$ cat src/rtl/uart_err_rx.sv
module uart_err_rx #(
  parameter int DW = 8,
  parameter int AW = 4
) (
  input  logic          clk,
  input  logic          rst_n,
  input  logic          tick16,
  input  logic          rxd,
  input  logic          rx_en,
  input  logic          par_en,
  input  logic          par_odd,
  input  logic          two_stop,
  input  logic          rd_pop,
  input  logic          stat_rd,
  input  logic          err_clr,
  input  logic          ovr_clr,
  output logic [DW-1:0] rd_data,
  output logic          head_fer,
  output logic          head_per,
  output logic [AW:0]   fifo_level,
  output logic [AW-1:0] fer_count,
  output logic [AW-1:0] per_count,
  output logic          err_flag,
  output logic          ovr_flag
);
  localparam int EW = DW + 2;
  localparam int BW = $clog2(DW);
  localparam logic [AW:0]   FULLV = (AW+1)'(1 << AW);
  localparam logic [BW-1:0] LASTB = BW'(DW - 1);

  typedef enum logic [2:0] {S_IDLE, S_START, S_DATA, S_PAR, S_STOP1, S_STOP2} st_t;

  st_t           st;
  logic [3:0]    cnt;
  logic [BW-1:0] bidx;
  logic [DW-1:0] sh;
  logic          pbit, line_q;
  logic [EW-1:0] mem [1 << AW];
  logic [AW-1:0] wp, rp;
  logic          arm_err, arm_ovr;

  wire           mid     = tick16 && cnt == 4'd15;
  wire           push    = st == S_STOP1 && mid && rx_en;
  wire           fer_now = !rxd;
  wire           per_now = par_en && ((^sh ^ pbit) ^ par_odd);
  wire           full    = fifo_level == FULLV;
  wire           empty   = fifo_level == '0;
  wire           do_push = push && !full;
  wire           do_pop  = rd_pop && !empty;
  wire [EW-1:0]  head    = mem[rp];

  assign rd_data  = empty ? '0 : head[DW-1:0];
  assign head_fer = !empty && head[DW];
  assign head_per = !empty && head[DW+1];

  always_ff @(posedge clk or negedge rst_n) begin
    if (!rst_n) begin
      st <= S_IDLE; cnt <= '0; bidx <= '0; sh <= '0; pbit <= 1'b0; line_q <= 1'b1;
    end else begin
      if (tick16) line_q <= rxd;
      if (!rx_en) st <= S_IDLE;
      else if (tick16) begin
        cnt <= cnt + 4'd1;
        case (st)
          S_IDLE: if (line_q && !rxd) begin st <= S_START; cnt <= '0; end
          S_START: if (cnt == 4'd6) begin
            cnt  <= '0;
            bidx <= '0;
            st   <= rxd ? S_IDLE : S_DATA;
          end
          S_DATA: if (cnt == 4'd15) begin
            sh   <= {rxd, sh[DW-1:1]};
            bidx <= bidx + 1'b1;
            if (bidx == LASTB) st <= par_en ? S_PAR : S_STOP1;
          end
          S_PAR: if (cnt == 4'd15) begin pbit <= rxd; st <= S_STOP1; end
          S_STOP1: if (cnt == 4'd15) st <= two_stop ? S_STOP2 : S_IDLE;
          S_STOP2: if (cnt == 4'd15) st <= S_IDLE;
          default: st <= S_IDLE;
        endcase
      end
    end
  end

  always_ff @(posedge clk) begin
    if (do_push) mem[wp] <= {per_now, fer_now, sh};
  end

  always_ff @(posedge clk or negedge rst_n) begin
    if (!rst_n) begin
      wp <= '0; rp <= '0; fifo_level <= '0; fer_count <= '0; per_count <= '0;
    end else begin
      if (do_push) wp <= wp + 1'b1;
      if (do_pop)  rp <= rp + 1'b1;
      fifo_level <= fifo_level + (AW+1)'(do_push) - (AW+1)'(do_pop);
      fer_count  <= fer_count + AW'(do_push && fer_now) - AW'(do_pop && head[DW]);
      per_count  <= per_count + AW'(do_push && per_now) - AW'(do_pop && head[DW+1]);
    end
  end

  always_ff @(posedge clk or negedge rst_n) begin
    if (!rst_n) begin
      err_flag <= 1'b0; ovr_flag <= 1'b0; arm_err <= 1'b0; arm_ovr <= 1'b0;
    end else begin
      if (push && (fer_now || per_now)) err_flag <= 1'b1;
      else if (err_clr && arm_err)      err_flag <= 1'b0;
      if (push && full)                 ovr_flag <= 1'b1;
      else if (ovr_clr && arm_ovr)      ovr_flag <= 1'b0;
      if (err_clr && arm_err)           arm_err <= 1'b0;
      else if (stat_rd && err_flag)     arm_err <= 1'b1;
      if (ovr_clr && arm_ovr)           arm_ovr <= 1'b0;
      else if (stat_rd && ovr_flag)     arm_ovr <= 1'b1;
    end
  end
endmodule


$ cat config.mk
export PLATFORM = sky130hd
export DESIGN_NAME = uart_err_rx
export DESIGN_NICKNAME = d
export VERILOG_FILES = /design/src/rtl/uart_err_rx.sv
export SDC_FILE = /design/constraint.sdc
export NUM_CORES = 1
export LEC_CHECK = 0
export CAP_MARGIN = 5
export CORE_ASPECT_RATIO = 1.75
export CORE_MARGIN = 2
export CORE_UTILIZATION = 56
export DETAILED_ROUTE_END_ITERATION = 7
export PLACE_DENSITY = 0.74
export REMOVE_ABC_BUFFERS = 1
export SLEW_MARGIN = 0
export SYNTH_ARGS = -nofsm -noshare
export SYNTH_HDL_FRONTEND = slang
export SYNTH_SLANG_ARGS = --single-unit
$ cat constraint.sdc
create_clock -name clk -period 4.9 [get_ports clk]
set_input_delay 0.735 -clock clk [delete_from_list [all_inputs] [get_ports clk]]
set_output_delay 0.735 -clock clk [all_outputs]
set_load 0.005 [all_outputs]
==> flow_summary.json, run 1 <==
{
  "cts_max_level": 1,
  "setup_viol": 0,
  "synth-edff-count": 160,
  "powerDensity_nw_per_um2": 502,
  "ys.flop_type": "edfxtp_1",
  "die_h_um": 168,
  "max-cap-violations": 0,
  "cts_buffers": 18,
  "endpoint_kind": "output port",
  "fmax_mhz": 267,
  "finalSetupTns_ns": 0,
  "post-route-util_pct": 65.1,
  "start_util_pct": 56.8,
  "gp_congestion": 0.860,
  "clk_latency_ns": 0.48,
  "path_delay_family": "simple AND/OR/NAND/NOR gates",
  "slew_viol_final": 0,
  "nFillCells": 1023,
  "cp.buffers_inverters": 1,
  "cp.required_ns": 4.16,
  "yosysSeqAreaShare_pct": 68.6,
  "status": "completed",
  "dieArea_um2": 16500,
  "yosys.area.top_type": "edfxtp_1",
  "cts_resized": 0,
  "wl_um": 16300,
  "overflow": 0,
  "critPathSlowestCell": "nor2b_1",
  "skew_ns": 0.0144,
  "clockBufferDepth": 3,
  "die-width_um": 98.0,
  "wl_per_cell_um": 21.7,
  "grt_max_degree": 46,
  "cts_hold_buf": 0,
  "drt_iter0_drc": 286,
  "crit_type": "reg -> out",
  "worstMarginPinSlew_ns": 1.22,
  "syn_area_um2": 8650,
  "core_region_area_um2": 15200,
  "numPortBuffers": 36,
  "hold_viol": 0,
  "ys_types": 54,
  "netlist.area_leader.share_pct": 55.5,
  "area_growth_pct": 14.7,
  "cts_sinks": 205,
  "ys_ff_latch": 205,
  "cts_tree": "yes",
  "clk_pin_slew_ns": 0.07,
  "path_cells": "nor2b_1, a22oi_1, a21oi_1, clkdlybuf4s50_1",
  "remaining_drc_errors": 0,
  "timing.final.crit_share_pct": 76.5,
  "synthTopCellsByArea": "edfxtp_1 56%, dfrtp_1 13%, mux4_2 10%",
  "nets": 588,
  "dp_hpwl_um": 11000,
  "postSynthCellCount": 501,
  "worst-path-max-fanout": 14,
  "drive_above_1_share_pct": 20.1,
  "ios": 37,
  "yosys_warnings": 0,
  "rsz0062_at_grt": "false",
  "antennaDiodeCount": 0,
  "async_flop_share_pct": 22.0,
  "cpPeakStageDelay_ns": 0.74,
  "ir_drop_mv": 0.350,
  "setup.worst_path.start_class": "flip-flop",
  "postCtsSetupBuffers": 0,
  "root_buffer": "clkbuf_16",
  "grt_pass1_wl_um": 26700,
  "num_rows": 60,
  "hold_class": "in -> async",
  "drt_pre_antenna_iters": 4,
  "critPathArrivalTime_ns": 3.01,
  "via_per_inst": 6.09,
  "syn_area_per_cell_um2": 17.3,
  "ant_nets": 0,
  "track_usage_pct": 20.9,
  "antenna_found_initial": 0,
  "relSlewSlack_pct": 17.9,
  "fin_crit_ns": 3.75,
  "p_leak_nw": 3.44,
  "vias": 4556,
  "grt_pass1_vias": 5023
}
flip-flops by register name, summed over array words and instances (netlist names):
signal,cells
line_q,1
arm_err,1
fer_count,4
sh,8
ovr_flag,1
arm_ovr,1
pbit,1
mem,160
st,3
bidx,3
rp,4
err_flag,1
wp,4
cnt,4
per_count,4
fifo_level,5
synth_stat cells (2+ instances only):
library cell / count
nor2b_1: 4
nand4_1: 3
dfrtp_1: 44
o31ai_1: 2
edfxtp_1: 160
and3_1: 4
inv_1: 30
nor4_1: 10
buf_1: 3
ha_1: 23
a22o_1: 3
o2bb2ai_1: 2
buf_2: 5
clkbuf_1: 9
fa_1: 3
xor2_1: 4
nor2_1: 14
nor4b_1: 2
o21ai_0: 6
and2_1: 6
nand2_1: 17
mux4_2: 40
mux2i_1: 3
a21oi_1: 13
nor3_1: 2
nand2b_1: 4
buf_4: 3
a22oi_1: 19
a21o_1: 3
nand3_1: 6
mux2_2: 11
xnor2_1: 20
nor3b_1: 2
worst register-to-register path: cells and delay by family (launching register included):
kind                     cells  cell delay [ns]
AND/OR/NAND/NOR              4             0.99
XOR/XNOR                     1             0.13
flip-flops                   1             0.40
buffers and inverters        3             0.37
AO/OA/AOI/OAI                1             0.16
adder cells (fa/ha/maj)      4             1.17
kinds of logic after synthesis:
| group | count (synthesis) | synth area share [%] |
|---|---|---|
| flip-flops | 205 | 68.6 |
| AND/OR/NAND/NOR | 82 | 5.48 |
| AO/OA/AOI/OAI | 57 | 4.57 |
| multiplexers | 54 | 12.2 |
| buffers and inverters | 52 | 2.47 |
| adder cells (fa/ha/maj) | 26 | 4.02 |
| XOR/XNOR | 25 | 2.69 |
per-layer routing:
layer	part of all wire [%]	vias to the layer above	wire (um)	GRT usage, %
met5	0	-	0	0
met4	3.7	0	595	8.88
met3	3.9	46	628	2.70
met2	56	118	9160	38.6
met1	36	2353	5880	24.1
li1	-	2039	-	-
area by class of cell:
class / instances / area (um^2) / area share [%]
clock buffers: 26 / 520 / 5.25
clock inverters: 6 / 76.3 / 0.769
inverters: 31 / 116 / 1.17
multi-input cells: 244 / 2570 / 25.9
flip-flops and latches: 205 / 5930 / 59.8
well taps: 186 / 233 / 2.35
repair buffers: 50 / 473 / 4.77
worst paths after layout:
| check | from | to | slack, ns | depth (start not counted) |
|---|---|---|---|---|
| max | rp[2] | rd_data[4] | 1.15 | 4 |
| min | rst_n | per_count[3] | 0.43 | 1 |
| max reg2reg | fifo_level[2] | fifo_level[4] | 1.62 | 13 |
| min reg2reg | arm_err | arm_err | 0.48 | 1 |
| max in group asynchronous | rst_n | rp[1] | 3.77 | 1 |
| min in group clk | arm_err | arm_err | 0.48 | 1 |
report_power, final:
group | internal (mW) | switching [mW]
Sequential | 1.97 | 0.206
Clock | 0.803 | 0.600
Combinational | 0.792 | 0.612
per-stage QoR:
| step | hold slack [ns] | power, mW | area, um^2 | worst slack, ns | std cells |
|---|---|---|---|---|---|
| 5_1_grt | 0.497 | 5.25 | 9920 | 1.01 | 748 |
| 4_1_cts | 0.463 | 5.04 | 9920 | 1.13 | 748 |
| 6_report | 0.435 | 4.98 | 9920 | 1.15 | 748 |
| 3_5_place_dp | 0.469 | 3.64 | 9320 | 0.986 | 716 |
| 3_3_place_gp | 0.461 | 3.58 | 9320 | 1.13 | 716 |
| 2_1_floorplan | 0.439 | 3.04 | 8550 | 0.996 | 480 |
placed cells by master (no fill, tap or decap), types with 13 or more instances in the layout:
cell	n
dfrtp_1	42
ha_1	23
nor2_1	14
buf_4	13
xnor2_1	20
edfxtp_1	160
a21oi_1	13
inv_1	30
clkbuf_16	18
clkdlybuf4s50_1	35
mux4_2	40
nand2_1	17
a22oi_1	19
Power figures use the tool's default switching activity.
==> run 2: changes to the inputs <==
- clock period: 4.9 -> 3.5 ns (I/O delays scaled with it)
==> run 2 against run 1 <==
Net effect:
- die area unchanged
- critical endpoint is now rd_data[7]
- design area is 0.34% higher
- largest cell class unchanged
- clock power increased by 34%
==> flow_summary.json, run 2 (synthesis results as in run 1) <==
{
  "status": "completed",
  "place_ws_ns": 0.313,
  "clockBufferDepth": 3,
  "slew_viol_final": 0,
  "track_usage_pct": 21.5,
  "core_region_area_um2": 15200,
  "setup_slack_ns": 0.218,
  "via_per_inst": 6.05,
  "powerDensity_nw_per_um2": 696,
  "setup.worst_path.start_class": "flip-flop",
  "power_frac_clock_pct": 27.1,
  "largest_reg_flops": 160,
  "remaining_drc_errors": 0,
  "fin_area_um2": 9950,
  "ios": 37,
  "start_util_pct": 56.8,
  "dieArea_um2": 16500,
  "finalSetupTns_ns": 0,
  "area_growth_pct": 15.1,
  "nets": 597,
  "comb_power_share_pct": 29.6,
  "final_common_cell": "edfxtp_1",
  "hold_viol": 0,
  "cts_tree": "yes",
  "fin_crit_ns": 3.28,
  "cp.required_ns": 2.97,
  "fin_hold_ws_ns": 0.216,
  "ir_drop_mv": 0.601,
  "rsz0062_at_grt": "false",
  "num_rows": 60,
  "wl_per_cell_um": 22.5,
  "p_int_mw": 4.94,
  "worstMarginPinSlew_ns": 1.01,
  "cts_max_level": 1,
  "fmax_mhz": 305,
  "clk_pin_slew_ns": 0.07,
  "power_frac_seq_pct": 43.3,
  "final_cell_mix": "160 x edfxtp_1, 43 x dfrtp_1, 40 x mux4_2",
  "antenna_found_initial": 0,
  "wl_um": 17000,
  "clk_latency_ns": 0.49,
  "grt_max_degree": 46,
  "nFillCells": 1020,
  "root_buffer": "clkbuf_16",
  "grt_pass1_vias": 5026,
  "numPortBuffers": 36,
  "vias": 4575,
  "hold_class": "in -> async",
  "die_h_um": 168,
  "place_inst": 725,
  "total_power_mw": 6.93,
  "overflow": 0,
  "drt_pre_antenna_iters": 5,
  "p_sw_mw": 1.99,
  "top_regs": "mem x160, sh x8, fifo_level x5",
  "max-cap-violations": 0,
  "largest_register": "mem",
  "setup_viol": 0,
  "relSlewSlack_pct": 32.4,
  "endpoint_kind": "output port",
  "sw_frac_of_total_pct": 28.7,
  "drive_above_1_share_pct": 20.5,
  "cts_sinks": 205,
  "timing.final.crit_share_pct": 93.8,
  "ant_nets": 0,
  "worst-path-max-fanout": 16,
  "gp_congestion": 0.776,
  "crit_type": "reg -> out",
  "antennaDiodeCount": 0,
  "die-width_um": 98.0,
  "p_leak_nw": 3.46,
  "critPathArrivalTime_ns": 2.76,
  "dp_hpwl_um": 11400,
  "place_area_um2": 9390,
  "drt_iter0_drc": 279,
  "cts_buffers": 18,
  "skew_ns": 0.0192,
  "fin_cells": 756,
  "grt_pass1_wl_um": 27300,
  "post-route-util_pct": 65.3
}
-- run 2: changes by cell type in the layout (fill, tap and decap cells not counted), moves of 2 or more --
cell,previous run,this run
buf_4,13,20
clkbuf_8,4,1
clkinv_1,0,3
buf_6,0,2
dfrtp_2,2,0
-- run 2: power by group through the flow --
stage          sequential (mW)  clock, mW  combinational (mW)
6_report                  3.00       1.88                2.05
3_3_place_gp              3.03          0                2.01
4_1_cts                   3.00       1.91                2.08
3_5_place_dp              3.04          0                2.07
5_1_grt                   3.03       2.01                2.26
2_1_floorplan             3.11          0                1.15
-- run 2: final timing paths --
| check | to | depth (start not counted) | from | slack, ns |
|---|---|---|---|---|
| min reg2reg | arm_err | 1 | arm_err | 0.49 |
| max | rd_data[7] | 5 | rp[0] | 0.22 |
| max in group asynchronous | rp[0] | 1 | rst_n | 2.55 |
| min in group clk | arm_err | 1 | arm_err | 0.49 |
| min | err_flag | 1 | rst_n | 0.22 |
| max reg2reg | per_count[2] | 10 | sh[7] | 0.64 |
-- run 2: layout make-up --
class	count	area [um^2]	area share [%]
clock buffers	23	479	4.81
clock inverters	8	75.1	0.754
inverters	31	116	1.17
multi-input cells	244	2570	25.8
flip-flops and latches	205	5940	59.6
well taps	186	233	2.34
repair buffers	59	548	5.51
-- run 2: worst max-delay path: stages (launching register included) --
cell	delay (ns)
dfrtp_4	0.57
buf_6	0.29
mux4_2	0.54
a22oi_1	0.26
a21oi_1	0.14
clkdlybuf4s50_1	0.47
-- run 2: routing by layer --
metal	vias to the layer above	global-route usage [%]	wire length (um)
li1	2056	-	-
met2	128	40.6	9750
met3	45	2.20	632
met1	2346	24.8	6090
met4	0	8.33	542
met5	-	0	0
-- run 2: what timing repair did --
action / CTS / global route
buffers inserted: 0 / 0
setup endpoints to repair: 0 / 8
gates resized for setup: 0 / 3
hold buffers: 0 / 0
==> run 3: changes to the inputs <==
- CORE_UTILIZATION: 56 -> 54
- PLACE_DENSITY: 0.74 -> 0.75
- RECOVER_POWER: default -> 25
- clock period: 3.5 -> 2.9 ns (I/O delays scaled with it)
==> run 3 against run 2 <==
Net effect:
- the flow now finishes with violations (capacitance limit, slew limit)
- register-to-register slack got worse by 0.54 ns
- via count rose by 7.0%
- sequential power rose by 19%
- worst setup slack got worse by 0.16 ns
- critical path depth rose by 2
- non-clock buffer count rose by 53
- combinational power rose by 57%
- die area rose by 3.6%
- clock power rose by 18%
- global-route usage rose by 0.75 points
- first-iteration DRC count rose by 7.5%
- largest cell class unchanged
==> flow_summary.json, run 3 (synthesis results as in run 1) <==
{
  "min_from": "arm_err",
  "start_util_pct": 54.8,
  "track_usage_pct": 22.2,
  "cts_buffers": 18,
  "failed_checks": "capacitance limit, slew limit",
  "rsz0062_at_grt": "true",
  "ir_drop_mv": 0.649,
  "final_cell_mix": "160 x edfxtp_1, 60 x buf_4, 43 x dfrtp_1",
  "vias": 4896,
  "total_power_mw": 8.99,
  "comb_power_share_pct": 35.8,
  "status": "finished, violations left",
  "grt_max_degree": 46,
  "antennaDiodeCount": 0,
  "hold_viol": 0,
  "p_sw_mw": 2.63,
  "top_regs": "mem x160, sh x8, fifo_level x5",
  "relSlewSlack_pct": -63.1,
  "sw_frac_of_total_pct": 29.3,
  "dieArea_um2": 17100,
  "power_frac_clock_pct": 24.6,
  "p_leak_nw": 3.80,
  "worst-path-max-fanout": 7,
  "clk_pin_slew_ns": 0.06,
  "setup_viol": 0,
  "largest_reg_flops": 160,
  "fmax_mhz": 352,
  "timing.final.crit_share_pct": 98.1,
  "endpoint_kind": "output port",
  "r2r_start": "fifo_level[3]",
  "setup.worst_path.start_class": "flip-flop",
  "crit_type": "reg -> out",
  "gp_congestion": 0.799,
  "p_int_mw": 6.36,
  "clk_latency_ns": 0.49,
  "ios": 37,
  "grt_pass1_wl_um": 28400,
  "fin_area_um2": 10500,
  "cts_max_level": 1,
  "dp_hpwl_um": 11600,
  "drt_pre_antenna_iters": 5,
  "num_rows": 61,
  "hold_class": "reg -> reg",
  "cts_tree": "yes",
  "via_per_inst": 6.02,
  "die_h_um": 171,
  "cp.required_ns": 2.47,
  "place_inst": 755,
  "die-width_um": 99.7,
  "slew_viol_final": 46,
  "cp-startpoint": "rp[0]",
  "grt_pass1_vias": 5151,
  "power_frac_seq_pct": 39.6,
  "fin_crit_ns": 2.84,
  "cts_hold_buf": 0,
  "fin_hold_ws_ns": 0.474,
  "post-route-util_pct": 66.7,
  "fin_cells": 813,
  "max-cap-violations": 1,
  "wl_per_cell_um": 22.9,
  "worstMarginPinSlew_ns": 2.45,
  "numPortBuffers": 36,
  "wl_um": 18600,
  "drive_above_1_share_pct": 29.6,
  "powerDensity_nw_per_um2": 854,
  "clockBufferDepth": 3,
  "largest_register": "mem",
  "place_area_um2": 9620,
  "remaining_drc_errors": 0,
  "antenna_found_initial": 0,
  "ant_nets": 0,
  "overflow": 0,
  "nFillCells": 1026,
  "area_growth_pct": 21.7,
  "core_region_area_um2": 15800,
  "drt_iter0_drc": 300,
  "critPathArrivalTime_ns": 2.41,
  "skew_ns": 0.0242,
  "nets": 650,
  "final_common_cell": "edfxtp_1",
  "root_buffer": "clkbuf_16",
  "cts_sinks": 205
}
==> run 3: cell types whose count changed in the layout (fill, tap and decap cells not counted), sizes merged, moves of 2 or more <==
cell | previous run | this run
clkinv | 6 | 4
clkbuf | 23 | 36
clkdlybuf4s50 | 35 | 24
buf | 24 | 68
dlygate4sd2 | 0 | 3
dlymetal6s2s | 0 | 7
==> run 3: what timing repair did <==
| action | 4_1_cts | 5_1_grt |
|---|---|---|
| endpoints found under the setup margin | 10 | 11 |
| pin swaps | 7 | 6 |
| gates cloned | 2 | 1 |
| resized for setup | 19 | 24 |
| setup buffers | 4 | 19 |
==> run 3: area by class of cell <==
class                           count  area, um^2  share of cell area, %
Clock buffer                       27         505                   4.80
Clock inverter                      5        22.5                  0.214
Inverter                           31         116                   1.11
Multi-Input combinational cell    244        2690                   25.5
Sequential cell                   205        5930                   56.3
Tap cell                          189         236                   2.25
Timing Repair Buffer              112        1030                   9.74
==> run 3: final timing paths <==
check,slack [ns],cells after the start,end
max,0.06,7,rd_data[5]
min,0.47,1,arm_err
max reg2reg,0.10,13,fifo_level[4]
min reg2reg,0.47,1,arm_err
max in group asynchronous,0.64,1,rp[0]
min in group asynchronous,0.70,1,per_count[2]
==> run 3: layer usage <==
metal	share of wire [%]	routed length (um)	global-route usage [%]
met4	2.2	403	8.46
met5	0	0	0
met1	35	6430	25.1
met3	4.3	791	2.23
met2	59	11000	42.7
==> run 3: worst max-delay path: stages, from the launching register on <==
cell	delay (ns)
dfrtp_2	0.40
buf_12	0.16
clkbuf_16	0.17
buf_4	0.11
mux4_2	0.50
a22oi_2	0.21
a21oi_1	0.10
dlygate4sd2_1	0.27
==> run 3: stage by stage <==
stage          worst slack (ns)  setup TNS (ns)
6_report                 0.0558               0
5_1_grt                 -0.0368         -0.0431
4_1_cts                 -0.0499          -0.138
3_5_place_dp             -0.129          -0.343
3_3_place_gp            -0.0974          -0.188
2_1_floorplan             -1.00           -9.94
==> run 3: power groups by stage <==
stage	clock network [mW]	registers (mW)	logic (mW)
2_1_floorplan	0	3.75	1.38
3_3_place_gp	0	3.61	2.57
3_5_place_dp	0	3.62	2.66
4_1_cts	2.24	3.55	2.96
5_1_grt	2.34	3.58	3.49
6_report	2.21	3.56	3.22
